File: config.mk
export PLATFORM = sky130hd
export DESIGN_NAME = freq_range_monitor
export DESIGN_NICKNAME = d
export VERILOG_FILES = /design/src/rtl/freqmon_pkg.sv /design/src/rtl/freqmon_datapath.sv /design/src/rtl/freqmon_control.sv /design/src/rtl/freq_range_monitor.sv
export SDC_FILE = /design/constraint.sdc
export NUM_CORES = 1
export LEC_CHECK = 0
export ABC_AREA = 1
export BUFFER_PORTS_ARGS = -buffer_cell sky130_fd_sc_hd__buf_4
export CORE_MARGIN = 2
export CORE_UTILIZATION = 60
export DETAILED_ROUTE_END_ITERATION = 12
export PLACE_DENSITY_LB_ADDON = 0.3
export SYNTH_ARGS = -nofsm -noshare
export SYNTH_HDL_FRONTEND = slang
export SYNTH_SLANG_ARGS = --single-unit
File: constraint.sdc
create_clock -name clk -period 4.4 [get_ports clk]
set_input_delay 0.88 -clock clk [delete_from_list [all_inputs] [get_ports clk]]
set_output_delay 0.88 -clock clk [all_outputs]
set_load 0.05 [all_outputs]
File: src/rtl/freqmon_pkg.sv
package freqmon_pkg;

  // Control states of the range monitor.
  typedef enum logic [1:0] {
    ST_HOLD    = 2'd0,  // held on reference after reset, waiting for an in-band window
    ST_FORCED  = 2'd1,  // one-window forced retry after an out-of-band result
    ST_MEASURE = 2'd2   // released, loop follows the data
  } monState_t;

  // Strobes from control to datapath.
  typedef struct packed {
    logic closeWin;  // last cycle of the current window
    logic halfSel;   // reference rate select sampled with closeWin
  } fmStrobe_t;

  // Tolerance in ticks, rounded up: ceil(expected * ppm / 1e6).
  function automatic int unsigned tolTicks(input int unsigned expected,
                                           input int unsigned ppm);
    longint unsigned prod;
    prod = longint'(expected) * longint'(ppm);
    return 32'((prod + 64'd999999) / 64'd1000000);
  endfunction

endpackage

File: src/rtl/freqmon_datapath.sv
module freqmon_datapath
  import freqmon_pkg::*;
#(
  parameter int unsigned WIN_LEN     = 4096,
  parameter int unsigned PPM_TOL     = 1500,
  parameter int unsigned SYNC_STAGES = 2
) (
  input  logic      clk,
  input  logic      rstN,
  input  logic      refToggle,
  input  fmStrobe_t strobe,
  output logic      inBand
);

  localparam int unsigned EXP_FULL = WIN_LEN;
  localparam int unsigned EXP_HALF = WIN_LEN / 2;
  localparam int unsigned TOL_FULL = tolTicks(EXP_FULL, PPM_TOL);
  localparam int unsigned TOL_HALF = tolTicks(EXP_HALF, PPM_TOL);
  localparam int unsigned CNT_W    = $clog2(EXP_FULL + TOL_FULL + 2);

  localparam logic [CNT_W-1:0] LO_FULL = CNT_W'(EXP_FULL - TOL_FULL);
  localparam logic [CNT_W-1:0] HI_FULL = CNT_W'(EXP_FULL + TOL_FULL);
  localparam logic [CNT_W-1:0] LO_HALF = CNT_W'(EXP_HALF - TOL_HALF);
  localparam logic [CNT_W-1:0] HI_HALF = CNT_W'(EXP_HALF + TOL_HALF);

  // Synchronizer for the asynchronous reference level.
  logic [SYNC_STAGES-1:0] syncStage;
  logic                   lastLevel;
  logic                   tick;

  always_ff @(posedge clk or negedge rstN) begin
    if (!rstN) begin
      syncStage <= '0;
      lastLevel <= 1'b0;
    end else begin
      syncStage <= {syncStage[SYNC_STAGES-2:0], refToggle};
      lastLevel <= syncStage[SYNC_STAGES-1];
    end
  end

  // Either edge of the synchronized level is one reference tick.
  assign tick = syncStage[SYNC_STAGES-1] ^ lastLevel;

  // Tick counter. The running total includes the tick of the current cycle.
  logic [CNT_W-1:0] tickCnt;
  logic [CNT_W-1:0] windowTotal;

  assign windowTotal = tickCnt + CNT_W'(tick);

  always_ff @(posedge clk or negedge rstN) begin
    if (!rstN) begin
      tickCnt <= '0;
    end else if (strobe.closeWin) begin
      tickCnt <= '0;
    end else begin
      tickCnt <= windowTotal;
    end
  end

  // Band comparison against the bounds for the selected rate.
  logic [CNT_W-1:0] bandLo;
  logic [CNT_W-1:0] bandHi;

  always_comb begin
    bandLo = strobe.halfSel ? LO_HALF : LO_FULL;
    bandHi = strobe.halfSel ? HI_HALF : HI_FULL;
    inBand = (windowTotal >= bandLo) && (windowTotal <= bandHi);
  end

endmodule

File: src/rtl/freqmon_control.sv
module freqmon_control
  import freqmon_pkg::*;
#(
  parameter int unsigned WIN_LEN = 4096
) (
  input  logic      clk,
  input  logic      rstN,
  input  logic      halfRate,
  input  logic      inBand,
  output fmStrobe_t strobe,
  output logic      forceRef,
  output logic      measDone,
  output logic      windowOk
);

  localparam int unsigned     WIN_W    = $clog2(WIN_LEN);
  localparam logic [WIN_W-1:0] LAST_POS = WIN_W'(WIN_LEN - 1);

  logic [WIN_W-1:0] winPos;
  logic             closeNow;
  monState_t        state;
  monState_t        stateNext;

  assign closeNow = (winPos == LAST_POS);

  always_comb begin
    strobe.closeWin = closeNow;
    strobe.halfSel  = halfRate;
  end

  // Window position counter.
  always_ff @(posedge clk or negedge rstN) begin
    if (!rstN) begin
      winPos <= '0;
    end else if (closeNow) begin
      winPos <= '0;
    end else begin
      winPos <= winPos + 1'b1;
    end
  end

  // Retry sequencing: hold, forced retry, measure.
  always_comb begin
    stateNext = state;
    unique case (state)
      ST_HOLD:    stateNext = inBand ? ST_MEASURE : ST_HOLD;
      ST_FORCED:  stateNext = ST_MEASURE;
      ST_MEASURE: stateNext = inBand ? ST_MEASURE : ST_FORCED;
      default:    stateNext = ST_HOLD;
    endcase
  end

  always_ff @(posedge clk or negedge rstN) begin
    if (!rstN) begin
      state    <= ST_HOLD;
      measDone <= 1'b0;
      windowOk <= 1'b0;
    end else begin
      measDone <= closeNow;
      if (closeNow) begin
        state    <= stateNext;
        windowOk <= inBand;
      end
    end
  end

  assign forceRef = (state != ST_MEASURE);

endmodule

File: src/rtl/freq_range_monitor.sv
module freq_range_monitor
  import freqmon_pkg::*;
#(
  parameter int unsigned WIN_LEN     = 4096,
  parameter int unsigned PPM_TOL     = 1500,
  parameter int unsigned SYNC_STAGES = 2
) (
  input  logic clk,
  input  logic rstN,
  input  logic refToggle,
  input  logic halfRate,
  output logic forceRef,
  output logic measDone,
  output logic windowOk
);

  fmStrobe_t strobe;
  logic      inBand;

  freqmon_control #(
    .WIN_LEN(WIN_LEN)
  ) u_control (
    .clk     (clk),
    .rstN    (rstN),
    .halfRate(halfRate),
    .inBand  (inBand),
    .strobe  (strobe),
    .forceRef(forceRef),
    .measDone(measDone),
    .windowOk(windowOk)
  );

  freqmon_datapath #(
    .WIN_LEN    (WIN_LEN),
    .PPM_TOL    (PPM_TOL),
    .SYNC_STAGES(SYNC_STAGES)
  ) u_datapath (
    .clk      (clk),
    .rstN     (rstN),
    .refToggle(refToggle),
    .strobe   (strobe),
    .inBand   (inBand)
  );

endmodule

==> results of run 1 <==
[kinds of logic after synthesis]
group | count (synthesis)
adders and majority gates | 10
and+or+nand+nor | 131
buffers and inverters | 46
xor gates and xnor gates | 10
DFF | 32
AOI/OAI and AO/OA | 12
[layout make-up]
class,count,area (um^2)
clock buffer,8,58.8
fill,265,1020
inverter,44,165
multi-input combinational,163,847
sequential,32,801
tap,33,41.3
timing repair buffer,6,45.0
[flip-flops by register name (all words and copies together) (netlist names)]
name	cells
u_datapath.tickCnt	13
u_control.winPos	12
u_control.state	2
u_datapath.syncStage	2
u_control.measDone	1
u_control.windowOk	1
u_datapath.lastLevel	1
[power by group through the flow]
stage	registers, mW	clock network (mW)	logic (mW)
2_1_floorplan	0.364	0	0.200
3_3_place_gp	0.371	0	0.245
3_5_place_dp	0.374	0	0.254
4_1_cts	0.367	0.182	0.256
5_1_grt	0.374	0.194	0.296
6_report	0.367	0.175	0.252
[worst max-delay path by stage]
stage | from | to | slack (ns) | cells past startpoint
after floorplan | u_datapath.lastLevel | u_control.state[0] | 1.95 | 19
after global placement | u_datapath.syncStage[1] | u_control.state[0] | 1.80 | 19
after detailed placement | u_datapath.syncStage[1] | u_control.state[0] | 1.65 | 19
after CTS | u_datapath.lastLevel | u_control.state[0] | 1.63 | 19
after global routing | u_datapath.lastLevel | u_control.state[0] | 1.29 | 19
final | u_datapath.lastLevel | u_control.state[0] | 1.65 | 19
[worst reg2reg max path, delay by kind of cell, from the launching register on]
kind	cells	cell delay (ns)
AOI/OAI and AO/OA	1	0.07
DFF	1	0.39
xor gates and xnor gates	2	0.40
buffers and inverters	3	0.21
adders and majority gates	2	0.49
and+or+nand+nor	11	1.05
[through the flow]
stage | hold WS [ns] | cell area, um^2 | util
2_1_floorplan | 0.331 | 1830 | -
3_3_place_gp | 0.342 | 1900 | 0.638
3_5_place_dp | 0.342 | 1900 | 0.638
4_1_cts | 0.363 | 1960 | 0.658
5_1_grt | 0.388 | 1960 | 0.658
6_report | 0.356 | 1960 | 0.658
[layer usage]
layer  routed length (um)  global-route usage  vias up
met5                    0                   0        -
met2                 1570               0.360       16
met1                 1400               0.261      650
li1                     -                   -      767
met4                   77               0.107        0
met3                  105              0.0611        8
[synth_stat cells (all sizes together)]
cell type | n | share of area
a21oi | 7 | 0.019
a41o | 1 | 0.0055
buf | 2 | 0.0069
dfrtp | 32 | 0.44
ha | 10 | 0.069
inv | 44 | 0.090
nand2 | 69 | 0.15
nand3 | 21 | 0.058
nand3b | 3 | 0.012
nand4 | 3 | 0.010
nor2 | 33 | 0.079
nor4 | 1 | 0.0034
o21ai | 4 | 0.011
or2 | 1 | 0.0034
xnor2 | 2 | 0.0096
xor2 | 8 | 0.038
==> PnR_summary.wiki, run 1 <==
{| class="wikitable"
! Metric !! Value
|-
| Full die area || 3500 um^2
|-
| Period Utilization, post-route || 0.624
|-
| Worst setup path class || reg2reg
|-
| Adder-cell share of the synthesized area || 0.0685
|-
| Hold Buf Count CTS || 0
|-
| Flip-flop and latch count after synthesis || 32
|-
| End of the worst hold path || u_datapath.syncStage[1]
|-
| Antenna Nets Post-Route || 0
|-
| Crit path max-delay cell type || sky130_fd_sc_hd__dfrtp_1
|-
| Yosys Warn Count || 0
|-
| Endpoint of the most critical register-to-register path || u_control.state[0]
|-
| Outcome || finished clean
|-
| FF-to-FF path depth || 19
|-
| Power per unit of standard cell area || 405 nW/um^2
|-
| Combinational family with the most area after synthesis || simple AND/OR/NAND/NOR gates
|-
| Largest net degree at the start of global routing || 33
|-
| Initial antenna violation count || 0
|-
| Arrival time at the worst endpoint || 2.96 ns
|-
| GP Congestion || 0.839
|-
| Worst setup slack after layout || 1.65 ns
|-
| Critical path cell sequence || xor2_1 -> ha_1 -> inv_1 -> nor2_4 -> nand3_1 -> nand3b_1 -> xor2_1 -> inv_1 -> ha_1 -> inv_1 -> nand3_1 -> nor2_1 -> nand2_1 -> nor2_1 -> nand2_1 -> nand2_1 -> nand3_1 -> nand3_1 -> o21ai_1
|-
| Count of standard-cell rows || 20
|-
| Number of global-route vias before repair || 1373
|-
| Register-to-Register Setup Slack || 1.65 ns
|-
| Max frequency || 364 MHz
|-
| Critical path required time || 4.62 ns
|-
| Number of max-slew violations in the final report || 0
|-
| Relative slew slack || 0.669
|-
| Cell type group with the largest total delay on the critical path || simple AND/OR/NAND/NOR gates
|-
| DR vias || 1441
|-
| Synth Area in Compound Gates || 0.0356
|-
| Kind of capture point of the worst setup path || flop
|-
| Quantity of gates resized following cts || 0
|-
| Total Routed Length || 3160 um
|-
| Switching share of power || 0.371
|-
| Post-Place Worst Slack || 1.65 ns
|-
| Largest fanout on the critical path || 7
|-
| Most used cells in the layout excluding fill and tap cells || sky130_fd_sc_hd__nand2_1 (66), sky130_fd_sc_hd__inv_1 (43), sky130_fd_sc_hd__dfrtp_1 (32), sky130_fd_sc_hd__nor2_1 (29), sky130_fd_sc_hd__nand3_1 (21)
|-
| Nets@finish || 266
|-
| Layout Skew || 0.0169 ns
|-
| Number of antenna repair diodes || 0
|-
| Number of detailed-routing iterations run before antenna repair || 4
|-
| Number of distinct library cells after synthesis || 22
|-
| Area share of and/or/nand/nor cells after synthesis || 0.312
|-
| Height of the die || 59.2 um
|-
| Overall overflow remaining after global route || 0
|-
| Measured slew at the worst slew-check pin || 0.494 ns
|-
| First-pass GRT wire length || 5650 um
|-
| Critical path startpoint category || flop
|-
| Relative contribution of sequential cells to total power || 0.462
|-
| Remaining routing DRC violations || 0
|-
| Share of final-layout standard cells stronger than drive strength 1 || 0.0830
|-
| CORE AREA || 2980 um^2
|-
| TNS Setup || 0 ns
|-
| 1st-iter DRT viols || 68
|-
| Mux contribution to synthesized area || 0
|-
| Leakage Power || 1.05 nW
|-
| Time the worst path needs with I/O delays and setup || 2.75 ns
|-
| # clock sinks || 32
|-
| Reported max-cap violation count || 0
|-
| Share of total power in combinational logic || 0.317
|-
| Total GRT Usage || 0.218
|-
| Most common library cell in the layout ignoring fill and taps || sky130_fd_sc_hd__nand2_1
|-
| TritonCTS clock tree || done
|-
| Origin of the worst min-delay path || u_datapath.syncStage[0]
|-
| Gate Count Post-Synth || 241
|-
| Peak supply drop || 0.000222 V
|-
| Sum of buffers and inverters on the critical path || 3
|-
| Initial standard-cell utilization of the core || 0.613
|-
| Sequential-to-total area share from yosys stat || 0.439
|-
| Number of buffers on the longest clock path || 2
|-
| H-Tree Level Count || 2
|-
| Die boundary width || 59.2 um
|-
| CTS Root Buffer Type || sky130_fd_sc_hd__clkbuf_4
|-
| Count of endpoints failing hold in the final timing report || 0
|-
| Internal || 0.499 mW
|-
| Wire per inst || 11.0 um
|-
| Instance count along the most critical hold path || 0
|-
| Maximum single-stage delay on the critical path || 0.39 ns
|-
| Post-CTS Repair Setup Buffers || 0
|-
| CTS Buf Count || 5
|-
| Post-detail-place hpwl || 2350 um
|-
| IO buf count || 6
|-
| Placed Cells || 278
|-
| Net switching power of the design || 0.294 mW
|-
| Insertion delay to the later sink of the worst-skew pair || 0.34 ns
|-
| Post-layout power || 0.793 mW
|-
| Most used cell, CP || sky130_fd_sc_hd__nand3_1
|-
| Net count after synthesis || 255
|-
| Fraction of synthesized cell area in xor and xnor cells || 0.0480
|-
| Average via count per standard cell || 5.04
|-
| Ports || 7
|-
| Unrepaired setup endpoints after global routing || false
|-
| Post-layout instance count excluding filler cells || 286
|-
| Area growth from synthesis to layout || 7.27%
|-
| Hold Crit Class || reg2reg
|-
| # setup viols final || 0
|-
| Part of the power in the clock network || 0.221
|-
| Post-synthesis area per instance || 7.57 um^2
|-
| Critical register-to-register path startpoint || u_datapath.lastLevel
|-
| CTS clock-pin slew for the worst setup and hold paths || 0.10 ns
|-
| Netlist Area Pre-Place || 1830 um^2
|}
(Power assumes the default switching activity.)
==> run 2, diff against run 1 <==
==> constraint.sdc (replaced) <==
create_clock -name clk -period 2.9 [get_ports clk]
set_input_delay 0.58 -clock clk [delete_from_list [all_inputs] [get_ports clk]]
set_output_delay 0.58 -clock clk [all_outputs]
set_load 0.05 [all_outputs]
==> PnR_summary.wiki, run 2 (synthesized netlist as in run 1, its figures left out) <==
{| class="wikitable"
! Metric !! Value
|-
| Outcome || finished clean
|-
| Reported max-cap violation count || 0
|-
| CTS Root Buffer Type || sky130_fd_sc_hd__clkbuf_4
|-
| Average via count per standard cell || 5.08
|-
| Number of buffers on the longest clock path || 2
|-
| Worst setup path class || reg2reg
|-
| Number of detailed-routing iterations run before antenna repair || 4
|-
| Share of final-layout standard cells stronger than drive strength 1 || 0.117
|-
| Nets@finish || 270
|-
| Power per unit of standard cell area || 603 nW/um^2
|-
| 1st-iter DRT viols || 55
|-
| # setup viols final || 0
|-
| IO buf count || 6
|-
| Antenna Nets Post-Route || 0
|-
| Count of endpoints failing hold in the final timing report || 0
|-
| Placed cell areas || 1910 um^2
|-
| Number of antenna repair diodes || 0
|-
| Critical path startpoint category || flop
|-
| Global Route met1 Usage || 0.255
|-
| Initial standard-cell utilization of the core || 0.613
|-
| Peak supply drop || 0.000351 V
|-
| Post-layout power || 1.22 mW
|-
| Met2 Usage GRT || 0.354
|-
| Full die area || 3500 um^2
|-
| Time the worst path needs with I/O delays and setup || 2.65 ns
|-
| Height of the die || 59.2 um
|-
| Total Routed Length || 3310 um
|-
| Die boundary width || 59.2 um
|-
| Period Utilization, post-route || 0.913
|-
| Largest net degree at the start of global routing || 33
|-
| Number of global-route vias before repair || 1306
|-
| Most used cells in the layout excluding fill and tap cells || sky130_fd_sc_hd__nand2_1 (66), sky130_fd_sc_hd__inv_1 (43), sky130_fd_sc_hd__dfrtp_1 (32), sky130_fd_sc_hd__nor2_1 (29), sky130_fd_sc_hd__nand3_1 (19)
|-
| Overall overflow remaining after global route || 0
|-
| Hold Crit Class || in2async
|-
| Hold Buf Count CTS || 0
|-
| Register name with the most flops || u_datapath.tickCnt
|-
| Critical register-to-register path startpoint || u_datapath.syncStage[1]
|-
| Max frequency || 378 MHz
|-
| Largest fanout on the critical path || 6
|-
| Post-detail-place hpwl || 2370 um
|-
| Number of flip-flops under the largest register name || 13
|-
| Remaining routing DRC violations || 0
|-
| Worst setup path startpoint || u_datapath.syncStage[1]
|-
| Ports || 7
|-
| Initial antenna violation count || 0
|-
| TritonCTS clock tree || done
|-
| Peak-usage layer in the global routing report || met2
|-
| First-pass GRT wire length || 5440 um
|-
| Layout Skew || 0.00756 ns
|-
| # clock sinks || 32
|-
| Largest registers || u_datapath.tickCnt: 13 flops, u_control.winPos: 12 flops
|-
| Total GRT Usage || 0.209
|-
| GRT met3 Usage || 0.0590
|-
| CORE AREA || 2980 um^2
|-
| Measured slew at the worst slew-check pin || 0.491 ns
|-
| Number of max-slew violations in the final report || 0
|-
| Arrival time at the worst endpoint || 2.86 ns
|-
| CTS clock-pin slew for the worst setup and hold paths || 0.09 ns
|-
| DR vias || 1473
|-
| Count of standard-cell rows || 20
|-
| Most common library cell in the layout ignoring fill and taps || sky130_fd_sc_hd__nand2_1
|-
| Design Area, Final || 2020 um^2
|-
| GP Congestion || 0.893
|-
| Relative slew slack || 0.673
|-
| Insertion delay to the later sink of the worst-skew pair || 0.33 ns
|-
| Wire per inst || 11.4 um
|-
| Critical path required time || 3.11 ns
|-
| Area growth from synthesis to layout || 10.7%
|-
| H-Tree Level Count || 2
|-
| Kind of capture point of the worst setup path || flop
|-
| Leakage Power || 1.07 nW
|-
| CTS Buf Count || 5
|}
## run 2: cell count changes in the layout (fill, tap and decap cells not counted), sizes merged
| cell | before | now |
|---|---|---|
| buf | 6 | 10 |
## run 2: worst paths after layout
| kind | cells after the start | end | slack (ns) |
|---|---|---|---|
| min in group clk | 1 | u_datapath.syncStage[0] | 0.36 |
| worst max register to register | 19 | u_control.state[0] | 0.25 |
| worst max-delay path | 19 | u_control.state[0] | 0.25 |
| worst min register to register | 0 | u_datapath.syncStage[1] | 0.36 |
| max in group asynchronous | 1 | u_control.winPos[1] | 2.43 |
| worst min-delay path | 1 | u_datapath.syncStage[1] | 0.17 |
## run 2: power by group
group,internal [mW],leakage (nW),switching [mW],total (mW)
Clock,0.120,0.0326,0.145,0.265
Combinational,0.153,0.636,0.245,0.398
Sequential,0.494,0.397,0.0612,0.555
## run 2: worst max-delay path, cell delays in order (launching register included)
cell                       delay, ns
sky130_fd_sc_hd__dfrtp_1        0.41
sky130_fd_sc_hd__xor2_2         0.19
sky130_fd_sc_hd__ha_2           0.21
sky130_fd_sc_hd__inv_1          0.06
sky130_fd_sc_hd__nor2_4         0.15
sky130_fd_sc_hd__nand3_2        0.09
sky130_fd_sc_hd__nand3b_1       0.18
sky130_fd_sc_hd__xor2_1         0.19
sky130_fd_sc_hd__inv_1          0.11
sky130_fd_sc_hd__ha_4           0.22
sky130_fd_sc_hd__inv_1          0.05
sky130_fd_sc_hd__nand3_1        0.07
sky130_fd_sc_hd__nor2_1         0.11
sky130_fd_sc_hd__nand2_1        0.05
sky130_fd_sc_hd__nor2_1         0.09
sky130_fd_sc_hd__nand2_1        0.05
sky130_fd_sc_hd__nand2_1        0.08
sky130_fd_sc_hd__nand3_2        0.07
sky130_fd_sc_hd__nand3_1        0.07
sky130_fd_sc_hd__o21ai_1        0.07
## run 2: cell type report
type / instances / area [um^2]
Clock buffer: 8 / 58.8
Fill cell: 260 / 957
Inverter: 44 / 165
Multi-Input combinational cell: 163 / 880
Sequential cell: 32 / 801
Tap cell: 33 / 41.3
Timing Repair Buffer: 10 / 75.1
## run 2: what timing repair did
action / 4_1_cts / 5_1_grt
gates resized for setup: 0 / 5
buffers inserted: 0 / 3
endpoints found under the setup margin: 0 / 3
## run 2: per-layer routing
layer,wire (um),vias to the layer above
met5,0,-
met4,65,0
met3,106,9
met2,1650,19
met1,1490,680
li1,-,765
## run 2: through the flow
step / utilization / hold slack (ns) / std cells / TNS (ns) / worst slack [ns]
global placement: 0.640 / 0.335 / 279 / 0 / 0.292
CTS: 0.660 / 0.182 / 287 / 0 / 0.174
floorplan: - / 0.284 / 241 / 0 / 0.447
detailed placement: 0.640 / 0.341 / 279 / 0 / 0.188
global route: 0.679 / 0.189 / 290 / -0.0340 / -0.0280
finish: 0.679 / 0.172 / 290 / 0 / 0.252
